$ cat config.mk
export PLATFORM = sky130hd
export DESIGN_NAME = lpc_io_engine
export DESIGN_NICKNAME = d
export VERILOG_FILES = /design/src/rtl/lpc_io_pkg.sv /design/src/rtl/lpc_byte_fifo.sv /design/src/rtl/lpc_cycle_seq.sv /design/src/rtl/lpc_io_engine.sv
export SDC_FILE = /design/constraint.sdc
export NUM_CORES = 1
export LEC_CHECK = 0
export CAP_MARGIN = 15
export CORE_UTILIZATION = 51
export DETAILED_ROUTE_END_ITERATION = 10
export DONT_BUFFER_PORTS = 1
export PLACE_DENSITY_LB_ADDON = 0.25
export SLEW_MARGIN = 15
export SYNTH_ARGS = -nofsm -noshare
export SYNTH_HDL_FRONTEND = slang
export SYNTH_SLANG_ARGS = --single-unit
$ cat constraint.sdc
create_clock -name clk_i -period 9.2 [get_ports clk_i]
set_input_delay 1.38 -clock clk_i [delete_from_list [all_inputs] [get_ports clk_i]]
set_output_delay 1.38 -clock clk_i [all_outputs]
set_load 0.005 [all_outputs]
$ cat src/rtl/lpc_io_pkg.sv
package lpc_io_pkg;
  localparam logic [11:0] OFS_GO   = 12'h000;
  localparam logic [11:0] OFS_STAT = 12'h004;
  localparam logic [11:0] OFS_IRQ  = 12'h008;
  localparam logic [11:0] OFS_LEN  = 12'h010;
  localparam logic [11:0] OFS_CMD  = 12'h014;
  localparam logic [11:0] OFS_ADDR = 12'h020;
  localparam logic [11:0] OFS_WDAT = 12'h024;
  localparam logic [11:0] OFS_RDAT = 12'h028;

  localparam logic [3:0] SYNC_READY = 4'h0;
  localparam logic [3:0] SYNC_SHORT = 4'h5;
  localparam logic [3:0] SYNC_LONG  = 4'h6;

  typedef enum logic [3:0] {
    S_IDLE, S_START, S_CTDIR, S_ADDR, S_WDAT,
    S_TAR1, S_TAR2, S_SYNC, S_RDAT, S_TAR3, S_TAR4
  } seq_state_e;
endpackage

$ cat src/rtl/lpc_byte_fifo.sv
module lpc_byte_fifo #(
  parameter int DEPTH = 16,
  parameter int W     = 8
) (
  input  logic         clk_i,
  input  logic         rst_ni,
  input  logic         flush_i,
  input  logic         push_i,
  input  logic [W-1:0] data_i,
  input  logic         pop_i,
  output logic [W-1:0] data_o,
  output logic         empty_o,
  output logic         full_o
);
  localparam int PW = $clog2(DEPTH);
  localparam int CW = $clog2(DEPTH + 1);

  logic [W-1:0]  mem_q [DEPTH];
  logic [PW-1:0] rp_q, wp_q;
  logic [CW-1:0] count_q;

  assign empty_o = (count_q == '0);
  assign full_o  = (count_q == CW'(DEPTH));
  assign data_o  = empty_o ? '0 : mem_q[rp_q];

  wire do_push = push_i && !full_o;
  wire do_pop  = pop_i && !empty_o;

  always_ff @(posedge clk_i or negedge rst_ni) begin
    if (!rst_ni) begin
      rp_q <= '0; wp_q <= '0; count_q <= '0;
    end else if (flush_i) begin
      rp_q <= '0; wp_q <= '0; count_q <= '0;
    end else begin
      if (do_push) wp_q <= wp_q + 1'b1;
      if (do_pop)  rp_q <= rp_q + 1'b1;
      count_q <= count_q + CW'(do_push) - CW'(do_pop);
    end
  end

  always_ff @(posedge clk_i) begin
    if (do_push && !flush_i) mem_q[wp_q] <= data_i;
  end


  no_overflow_chk: assert property (@(posedge clk_i) disable iff (!rst_ni)
    count_q <= CW'(DEPTH));
endmodule

$ cat src/rtl/lpc_cycle_seq.sv
module lpc_cycle_seq
  import lpc_io_pkg::*;
#(
  parameter int ADDR_W     = 16,
  parameter int MAX_BURST  = 16,
  parameter int SYNC_LIMIT = 300,
  localparam int LEN_W     = $clog2(MAX_BURST + 1)
) (
  input  logic              clk_i,
  input  logic              rst_ni,
  input  logic              go_i,
  input  logic              wr_i,
  input  logic              same_i,
  input  logic [LEN_W-1:0]  len_i,
  input  logic [ADDR_W-1:0] base_i,
  input  logic [7:0]        wbyte_i,
  output logic              wpop_o,
  output logic              rpush_o,
  output logic [7:0]        rbyte_o,
  output logic              busy_o,
  output logic              done_o,
  output logic              ok_o,
  output logic              lframe_no,
  output logic [3:0]        lad_o,
  output logic              lad_oe_o,
  input  logic [3:0]        lad_i
);
  localparam int NIBS = ADDR_W / 4;
  localparam int NW   = (NIBS > 1) ? $clog2(NIBS) : 1;
  localparam int WCW  = $clog2(SYNC_LIMIT + 1);

  seq_state_e        state_q;
  logic [NW-1:0]     nib_q;
  logic              hi_q, wr_q, same_q, done_q, ok_q;
  logic [LEN_W-1:0]  left_q, len_eff;
  logic [ADDR_W-1:0] cur_q;
  logic [7:0]        wbyte_q;
  logic [3:0]        lo_q;
  logic [WCW-1:0]    wcnt_q;

  assign len_eff = (len_i == '0) ? LEN_W'(1) :
                   (len_i > LEN_W'(MAX_BURST)) ? LEN_W'(MAX_BURST) : len_i;

  always_ff @(posedge clk_i or negedge rst_ni) begin
    if (!rst_ni) begin
      state_q <= S_IDLE; nib_q <= '0; hi_q <= 1'b0; wr_q <= 1'b0;
      same_q <= 1'b0; done_q <= 1'b0; ok_q <= 1'b0; left_q <= '0;
      cur_q <= '0; wbyte_q <= '0; lo_q <= '0; wcnt_q <= '0;
    end else begin
      done_q <= 1'b0;
      unique case (state_q)
        S_IDLE: if (go_i) begin
          state_q <= S_START; left_q <= len_eff; cur_q <= base_i;
          wr_q <= wr_i; same_q <= same_i; ok_q <= 1'b0;
        end
        S_START: state_q <= S_CTDIR;
        S_CTDIR: begin state_q <= S_ADDR; nib_q <= NW'(NIBS - 1); end
        S_ADDR: if (nib_q == '0) begin
          if (wr_q) begin state_q <= S_WDAT; wbyte_q <= wbyte_i; end
          else state_q <= S_TAR1;
        end else nib_q <= nib_q - 1'b1;
        S_WDAT: begin hi_q <= !hi_q; if (hi_q) state_q <= S_TAR1; end
        S_TAR1: state_q <= S_TAR2;
        S_TAR2: begin state_q <= S_SYNC; wcnt_q <= '0; end
        S_SYNC: begin
          if (lad_i == SYNC_READY) state_q <= wr_q ? S_TAR3 : S_RDAT;
          else if ((lad_i == SYNC_SHORT || lad_i == SYNC_LONG) &&
                   wcnt_q != WCW'(SYNC_LIMIT)) wcnt_q <= wcnt_q + 1'b1;
          else begin state_q <= S_IDLE; done_q <= 1'b1; ok_q <= 1'b0; end
        end
        S_RDAT: begin
          hi_q <= !hi_q;
          if (hi_q) state_q <= S_TAR3; else lo_q <= lad_i;
        end
        S_TAR3: state_q <= S_TAR4;
        S_TAR4: if (left_q == LEN_W'(1)) begin
          state_q <= S_IDLE; done_q <= 1'b1; ok_q <= 1'b1;
        end else begin
          left_q <= left_q - 1'b1;
          if (!same_q) cur_q <= cur_q + 1'b1;
          state_q <= S_START;
        end
        default: state_q <= S_IDLE;
      endcase
    end
  end

  always_comb begin
    lad_o = 4'hF;
    unique case (state_q)
      S_START: lad_o = 4'h0;
      S_CTDIR: lad_o = {2'b00, wr_q, 1'b0};
      S_ADDR:  lad_o = cur_q[{nib_q, 2'b00} +: 4];
      S_WDAT:  lad_o = hi_q ? wbyte_q[7:4] : wbyte_q[3:0];
      default: lad_o = 4'hF;
    endcase
  end

  assign lframe_no = (state_q != S_START);
  assign lad_oe_o  = state_q inside {S_START, S_CTDIR, S_ADDR, S_WDAT, S_TAR1};
  assign wpop_o    = (state_q == S_ADDR) && (nib_q == '0) && wr_q;
  assign rpush_o   = (state_q == S_RDAT) && hi_q;
  assign rbyte_o   = {lad_i, lo_q};
  assign busy_o    = (state_q != S_IDLE);
  assign done_o    = done_q;
  assign ok_o      = ok_q;


  go_launch_chk: assert property (@(posedge clk_i) disable iff (!rst_ni)
    go_i && !busy_o |=> !lframe_no);

  frame_single_chk: assert property (@(posedge clk_i) disable iff (!rst_ni)
    !lframe_no |=> lframe_no);

  done_idle_chk: assert property (@(posedge clk_i) disable iff (!rst_ni)
    done_o |-> !busy_o);

  wait_bound_chk: assert property (@(posedge clk_i) disable iff (!rst_ni)
    wcnt_q <= WCW'(SYNC_LIMIT));
endmodule

$ cat src/rtl/lpc_io_engine.sv
module lpc_io_engine
  import lpc_io_pkg::*;
#(
  parameter int ADDR_W     = 16,
  parameter int MAX_BURST  = 16,
  parameter int SYNC_LIMIT = 300,
  localparam int REG_W     = ADDR_W,
  localparam int LEN_W     = $clog2(MAX_BURST + 1)
) (
  input  logic             clk_i,
  input  logic             rst_ni,
  input  logic             reg_we_i,
  input  logic             reg_re_i,
  input  logic [11:0]      reg_addr_i,
  input  logic [REG_W-1:0] reg_wdata_i,
  output logic [REG_W-1:0] reg_rdata_o,
  output logic             irq_o,
  output logic             lframe_no,
  output logic [3:0]       lad_o,
  output logic             lad_oe_o,
  input  logic [3:0]       lad_i
);
  logic [LEN_W-1:0]  len_q;
  logic [ADDR_W-1:0] addr_q;
  logic cmd_wr_q, cmd_same_q, irq_en_q, irq_st_q;
  logic busy, done, ok, wpop, rpush, go;
  logic [7:0] wbyte, rbyte, rhead;
  logic wq_empty, wq_full, rq_empty, rq_full;

  wire cfg_we = reg_we_i && !busy;
  assign go = cfg_we && (reg_addr_i == OFS_GO) && reg_wdata_i[0];

  always_ff @(posedge clk_i or negedge rst_ni) begin
    if (!rst_ni) begin
      len_q <= LEN_W'(1); addr_q <= '0; cmd_wr_q <= 1'b0; cmd_same_q <= 1'b0;
      irq_en_q <= 1'b0; irq_st_q <= 1'b0;
    end else begin
      if (cfg_we && reg_addr_i == OFS_LEN)  len_q <= reg_wdata_i[LEN_W-1:0];
      if (cfg_we && reg_addr_i == OFS_ADDR) addr_q <= reg_wdata_i;
      if (cfg_we && reg_addr_i == OFS_CMD) begin
        cmd_wr_q   <= reg_wdata_i[0];
        cmd_same_q <= reg_wdata_i[3];
      end
      if (reg_we_i && reg_addr_i == OFS_IRQ) irq_en_q <= reg_wdata_i[0];
      if (done && ok) irq_st_q <= 1'b1;
      else if (reg_we_i && reg_addr_i == OFS_IRQ && reg_wdata_i[1]) irq_st_q <= 1'b0;
    end
  end

  always_comb begin
    unique case (reg_addr_i)
      OFS_STAT: reg_rdata_o = REG_W'({ok, !busy});
      OFS_IRQ:  reg_rdata_o = REG_W'({irq_st_q, irq_en_q});
      OFS_LEN:  reg_rdata_o = REG_W'(len_q);
      OFS_CMD:  reg_rdata_o = REG_W'({cmd_same_q, 2'b00, cmd_wr_q});
      OFS_ADDR: reg_rdata_o = addr_q;
      OFS_RDAT: reg_rdata_o = REG_W'(rhead);
      default:  reg_rdata_o = '0;
    endcase
  end

  assign irq_o = irq_en_q && irq_st_q;

  lpc_byte_fifo #(.DEPTH(MAX_BURST), .W(8)) u_wq (
    .clk_i, .rst_ni, .flush_i(done),
    .push_i(cfg_we && reg_addr_i == OFS_WDAT), .data_i(reg_wdata_i[7:0]),
    .pop_i(wpop), .data_o(wbyte), .empty_o(wq_empty), .full_o(wq_full));

  lpc_byte_fifo #(.DEPTH(MAX_BURST), .W(8)) u_rq (
    .clk_i, .rst_ni, .flush_i(go),
    .push_i(rpush), .data_i(rbyte),
    .pop_i(reg_re_i && reg_addr_i == OFS_RDAT), .data_o(rhead),
    .empty_o(rq_empty), .full_o(rq_full));

  lpc_cycle_seq #(.ADDR_W(ADDR_W), .MAX_BURST(MAX_BURST), .SYNC_LIMIT(SYNC_LIMIT)) u_seq (
    .clk_i, .rst_ni, .go_i(go), .wr_i(cmd_wr_q), .same_i(cmd_same_q),
    .len_i(len_q), .base_i(addr_q), .wbyte_i(wbyte), .wpop_o(wpop),
    .rpush_o(rpush), .rbyte_o(rbyte), .busy_o(busy), .done_o(done), .ok_o(ok),
    .lframe_no, .lad_o, .lad_oe_o, .lad_i);


  cfg_hold_chk: assert property (@(posedge clk_i) disable iff (!rst_ni)
    busy |=> $stable(len_q) && $stable(addr_q) && $stable(cmd_wr_q) && $stable(cmd_same_q));

  read_push_chk: assert property (@(posedge clk_i) disable iff (!rst_ni)
    rpush |-> !cmd_wr_q && !rq_full);

  wq_drain_chk: assert property (@(posedge clk_i) disable iff (!rst_ni)
    done |=> wq_empty && !wq_full);

  irq_pair_chk: assert property (@(posedge clk_i) disable iff (!rst_ni)
    irq_o |-> irq_st_q && !rq_empty | irq_st_q);
endmodule

==> Word-level counts from Yosys, hierarchy flattened <==
Memories as Yosys holds them, arrays and structs flattened.
Cells that the tools add are included.
{ "op_classes": {"n_addsub": 12, "order_cmp": 1, "eq_ne": 36, "n_shift": 1, "mux": 54, "bitwise_logic": 1, "n_reduce_logical": 59} }
{ "op_table": {"columns": ["operator", "n"], "rows": [
  ["16-bit case mux with 6 select lines", 1],
  ["4-bit 2-to-1 mux", 15],
  ["16-bit 2-to-1 mux", 3],
  ["4-bit case mux with 11 select lines", 1],
  ["12-bit by 6-bit equality test with 1-bit output, second input constant", 3],
  ["16-bit case mux with 2 select lines", 1],
  ["5-bit 2-to-1 mux", 6],
  ["12-bit by 5-bit equality test with 1-bit output, second input constant", 2],
  ["4-bit by 3-bit equality test with 1-bit output, second input constant", 6],
  ["1-bit logical AND", 22],
  ["9-bit 2-to-1 mux", 2],
  ["9-bit case mux with 2 select lines", 1],
  ["16-bit by 1-bit adder with 16-bit output, second input constant", 1],
  ["4-bit by 1-bit adder with 4-bit output, second input constant", 4],
  ["1-bit 2-to-1 mux", 16],
  ["8-bit 2-to-1 mux", 2],
  ["4-bit case mux with 4 select lines", 1],
  ["2-bit nonzero test", 8],
  ["16-bit by 5-bit indexed part select with 4-bit output", 1],
  ["5-bit zero test", 3],
  ["12-bit by 3-bit equality test with 1-bit output, second input constant", 1],
  ["12-bit by 4-bit equality test with 1-bit output, second input constant", 1],
  ["4-bit equality test, second input constant", 3],
  ["12-bit zero test", 1],
  ["other kinds (33)", 59]
]} }
{ "word_totals": {"ff_bits": 104, "ram_bits": 256, "out_inout_bits": 23, "elab_cells": 190, "memories": 2} }
{ "mem_list": {"columns": ["memory", "depth", "word_bits", "read_ports", "rd_ports_with_merged_regs", "wr", "line_no", "rtl"], "rows": [
  ["u_rq.mem_q", 16, 8, 1, 0, 1, "lpc_byte_fifo.sv:18", "logic [W-1:0] mem_q [DEPTH];"],
  ["u_wq.mem_q", 16, 8, 1, 0, 1, "lpc_byte_fifo.sv:18", null]
]} }

==> Logic depth before layout (Yosys ltp) <==
{ "depth": {"depth_word": 9, "depth_mapped": 15, "depth_no_buf": 15} }

==> Modules after synthesis <==
From an unflattened synthesis, not the netlist that was laid out.
{ "unflattened": {"cells_unflattened": 1107, "hier_area_um2": 16573.4} }
{ "by_module_without_submodules": {"columns": ["mod", "instances", "cells_each", "area_per_inst_um2", "seq_area_each_um2"], "rows": [
  ["lpc_byte_fifo", 2, 310, 5840.6, 4169.0],
  ["lpc_cycle_seq", 1, 361, 3440.8, 1326.3],
  ["lpc_io_engine", 1, 126, 1451.4, 626.9]
]} }

==> Worst setup path after synthesis <==
OpenSTA, ideal clock, no wires.
{ "synth_path": {"kind": "input to register", "startpoint": "input reg_addr_i[7]", "endpoint": "memory u_wq.mem_q[3][0], enable pin", "setup_ps": 395, "arrival_ps": 3620, "t_required_ps": 8805, "path_slack_ps": 5185, "path_stages": 6, "path_cell_list": "nor4_2 -> nand2_1 -> or4_1 -> clkbuf_1 -> buf_2 -> nor4_1"} }
{ "synth_via": {"elab_chain_len": 6} }
{ "synth_lines": {"columns": ["element", "line_no", "rtl"], "rows": [
  ["from (decl)", "lpc_io_engine.sv:14", "input logic [11:0] reg_addr_i,"],
  ["12-bit by 6-bit equality test with 1-bit output", "lpc_io_engine.sv:66", ".push_i(cfg_we && reg_addr_i == OFS_WDAT), .data_i(reg_wdata_i[7:0]),"],
  ["1-bit logical AND", "lpc_io_engine.sv:66", null],
  ["1-bit logical AND", "lpc_byte_fifo.sv:26", "wire do_push = push_i && !full_o;"],
  ["1-bit logical AND", "lpc_byte_fifo.sv:42", "if (do_push && !flush_i) mem_q[wp_q] <= data_i;"],
  ["1-bit 2-to-1 mux", "lpc_byte_fifo.sv:42", null],
  ["1-bit 2-to-1 mux (not written as such)", "lpc_byte_fifo.sv:42", null],
  ["to (decl)", "lpc_byte_fifo.sv:18", null]
]} }
Every way passes these cells.

==> Worst setup path after layout <==
{ "layout_path": {"startpoint": "input reg_addr_i[5]", "endpoint": "output reg_rdata_o[1]"} }
{ "layout_via": {"elab_chain_len": 2, "word_cells_on_any_way": 7, "classes_between": "eq/ne: 6; mux: 1"} }
{ "layout_lines": {"columns": ["element", "line_no", "rtl"], "rows": [
  ["12-bit by 6-bit equality test with 1-bit output (tied with other cells)", "lpc_io_engine.sv:51", "unique case (reg_addr_i)"],
  ["16-bit case mux with 6 select lines (*)", "lpc_io_engine.sv:51", null],
  ["to (decl)", "lpc_io_engine.sv:16", "output logic [REG_W-1:0] reg_rdata_o,"]
]} }
Mark *: on every way between the ends. The rest lies on a longest branch, timed or not.

==> results.cfg <==
[run_status]
status = finished clean

[floorplanning]
die-area_sq_um = 32030
die-height_microns = 179.0
io_pins = 59
rows = 64
die_w_microns = 179.0
start_util_pct = 52.08
fp.coreArea_sq_um = 30670

[worst_setup_path]
required_ps = 7820
crit_arrival_ps = 3340
worstSetupEndpointType = output port
crit_type = input pin to output port
crit_path_start_kind = input pin
cp_max_fo = 14

[global_route]
grt_antenna_before_repair = 0
grt_max_degree = 105
overflow = 0
grt_pass1_wl_microns = 55720
grt.total_usage_pct = 23.54
grt_pass1_vias = 9219

[clocking]
numCtsBuffers = 39
htree_levels = 2
cts_tree = done
cts_setup_buffers = 0
post_cts_resized = 0
cts-root-buf = clkbuf_16
worstSkewPairLatency_ps = 540
cts_hold_buf = 0
cts_sinks = 360
clk_pin_slew_ps = 50
cts_buffer_depth = 3

[sta]
setup_slack_ps = 4485
tightest_slew_ps = 1089
fin_skew_ps = 28.33
rsz0062_at_grt = no
timing.fmax_mhz = 212.1
setup_viol = 0
hold_viol_final = 0
fin_crit_ps = 4715
slew_violations = 0
finalSetupTns_ps = 0
slew-limit-headroom_pct = 26.87
finalCritPeriodShare_pct = 51.25

[synth]
synth_nets = 1166
ys_seq_area_share_pct = 64.42
synth_area_sq_um = 15970
ys.flop_type = edfxtp_1
synth.mux.area_fraction_pct = 12.44
syn_avg_cell_area_sq_um = 14.52
ys_ff_latch = 360
synth_top_area_share_pct = 48.12
yosysUniqueCellTypes = 65
ys_top_cells_by_area = edfxtp_1, dfrtp_1, mux4_2
synth-edff-count = 256
synthCells = 1100
synthSimpleGateAreaFrac_pct = 10.56
yosys_warnings = 0
synth_compound_gate_area_share_pct = 6.579
post_synth_fa_ha_maj_area_fraction_pct = 2.444
synth.largest_area_cell = edfxtp_1
synthArstFlopShare_pct = 28.89
synth_top_family_by_area = multiplexers
synth-xor-area-share_pct = 1.151

[power]
p_int_mw = 3.084
p_comb_share_pct = 14.2
power_frac_clock_pct = 38.0
pwr-share-seq_pct = 47.8
power_switching_mw = 1.089
power.leakage_nw = 6.338
vdd_drop_max_mv = 0.1614
p_sw_share_pct = 26.10
powerDensity_nw_per_um2 = 236.3
p_total_mw = 4.173

[flow_run]
max-cap-violations = 0

[layout]
n_antenna_cell = 0
fin_cells = 1518
num-nets-final = 1159
layout_commonest_cell = edfxtp_1
syn2layout_area_growth_pct = 10.56
drive_gt1_share_pct = 17.38
final_cell_mix = edfxtp_1, dfrtp_1, nand2_1
fillCellCount = 2362
finalInstanceArea_sq_um = 17660

[detailed_routing]
detail-route-antenna-nets = 0
vias = 9462
vias_per_cell = 6.233
wl_microns = 36320
first_iter_violations = 970
drt_first_pass_iters = 5
post_drt_wl_per_cell_microns = 23.93
drc_errors = 0

[placement]
placed_cells = 1448
place_ws_ps = 4474
hpwl_microns = 24200
place_area_sq_um = 16340
numPortBuffers = 0
gp_congestion = 0.9021

[min_path]
worstHoldPathType = flip-flop to flip-flop
-- area by class of cell --
class	instances	area [sq um]	area share (%)
inverter	38	142.6	0.8077
clock buffer	51	1094	6.192
tap	396	495.5	2.806
multi-input combinational	644	5345	30.27
sequential	360	10290	58.29
timing repair buffer	10	75.07	0.4251
clock inverter	19	215.2	1.219
-- path summary, 6_finish.rpt --
| check | startpoint | end | slack [ps] | depth (start not counted) |
|---|---|---|---|---|
| min in group asynchronous | rst_ni | u_wq.rp_q[3]$_DFFE_PN0P_ | 540 | 0 |
| hold reg to reg | u_seq.wcnt_q[8]$_DFFE_PN0P_ | u_seq.wcnt_q[8]$_DFFE_PN0P_ | 480 | 1 |
| setup / recovery | reg_addr_i[5] | reg_rdata_o[1] | 4480 | 5 |
| hold / removal | u_seq.wcnt_q[8]$_DFFE_PN0P_ | u_seq.wcnt_q[8]$_DFFE_PN0P_ | 480 | 1 |
| setup reg to reg | u_seq.state_q[1]$_DFFE_PN0P_ | u_wq.mem_q[0][7]$_DFFE_PP_ | 5310 | 4 |
| max in group asynchronous | rst_ni | len_q[0]$_DFFE_PN1P_ | 8430 | 0 |
-- cell usage after synthesis (11+ instances only) --
cell type	number
mux2_2	34
and2_1	23
mux2i_1	14
o21ai_0	25
nor2b_1	16
nor2_1	63
nand4_1	11
buf_2	13
a21oi_1	38
nor3_1	21
a22oi_1	26
xor2_1	11
and3_1	15
clkbuf_1	36
inv_1	38
ha_1	28
edfxtp_1	256
nand2_1	80
a22o_1	22
nand3_1	38
dfrtp_1	103
mux4_2	65
-- power groups by stage --
| stage | registers, mW | logic, mW | clock network (mW) |
|---|---|---|---|
| 2_1_floorplan | 1.94 | 0.533 | 0 |
| 3_3_place_gp | 2.02 | 0.580 | 0 |
| 3_5_place_dp | 2.02 | 0.595 | 0 |
| 4_1_cts | 1.99 | 0.598 | 1.61 |
| 5_1_grt | 2.01 | 0.663 | 1.67 |
| 6_report | 2.00 | 0.593 | 1.58 |
-- critical path: stages --
cell,delay (ps)
nor2b_1,760
nand3_1,260
nor2_1,550
o211ai_1,200
o311ai_0,180
-- per-stage QoR --
step / util, % / hold slack [ps]
floorplan: - / 448.4
finish: 57.58 / 478.4
detailed placement: 53.27 / 474.6
global route: 57.58 / 505.8
CTS: 57.54 / 481.9
global placement: 53.27 / 464.0
-- kinds of logic (layout without fill, tap and decap cells) --
kind of cell             Yosys count  in the layout
buffers and inverters             96            118
multiplexers                     113            113
XOR/XNOR                          21             21
flip-flops                       360            360
AO/OA/AOI/OAI                    157            157
adder cells (fa/ha/maj)           30             30
AND/OR/NAND/NOR                  323            323
-- flip-flops by register name, indices dropped and copies added, names as in the netlist, 4 cells and up --
signal	count
addr_q	16
len_q	5
u_rq.count_q	5
u_rq.mem_q	128
u_rq.rp_q	4
u_rq.wp_q	4
u_seq.cur_q	16
u_seq.left_q	5
u_seq.lo_q	4
u_seq.state_q	4
u_seq.wbyte_q	8
u_seq.wcnt_q	9
u_wq.count_q	5
u_wq.mem_q	128
u_wq.rp_q	4
u_wq.wp_q	4
-- layer usage --
metal / global-route usage, % / routed length (microns)
met1: 32.55 / 15010
met5: 0 / 0
met4: 7.380 / 969
met3: 6.192 / 3109
met2: 36.50 / 17230
No activity file was read; power rests on OpenSTA's default activity.
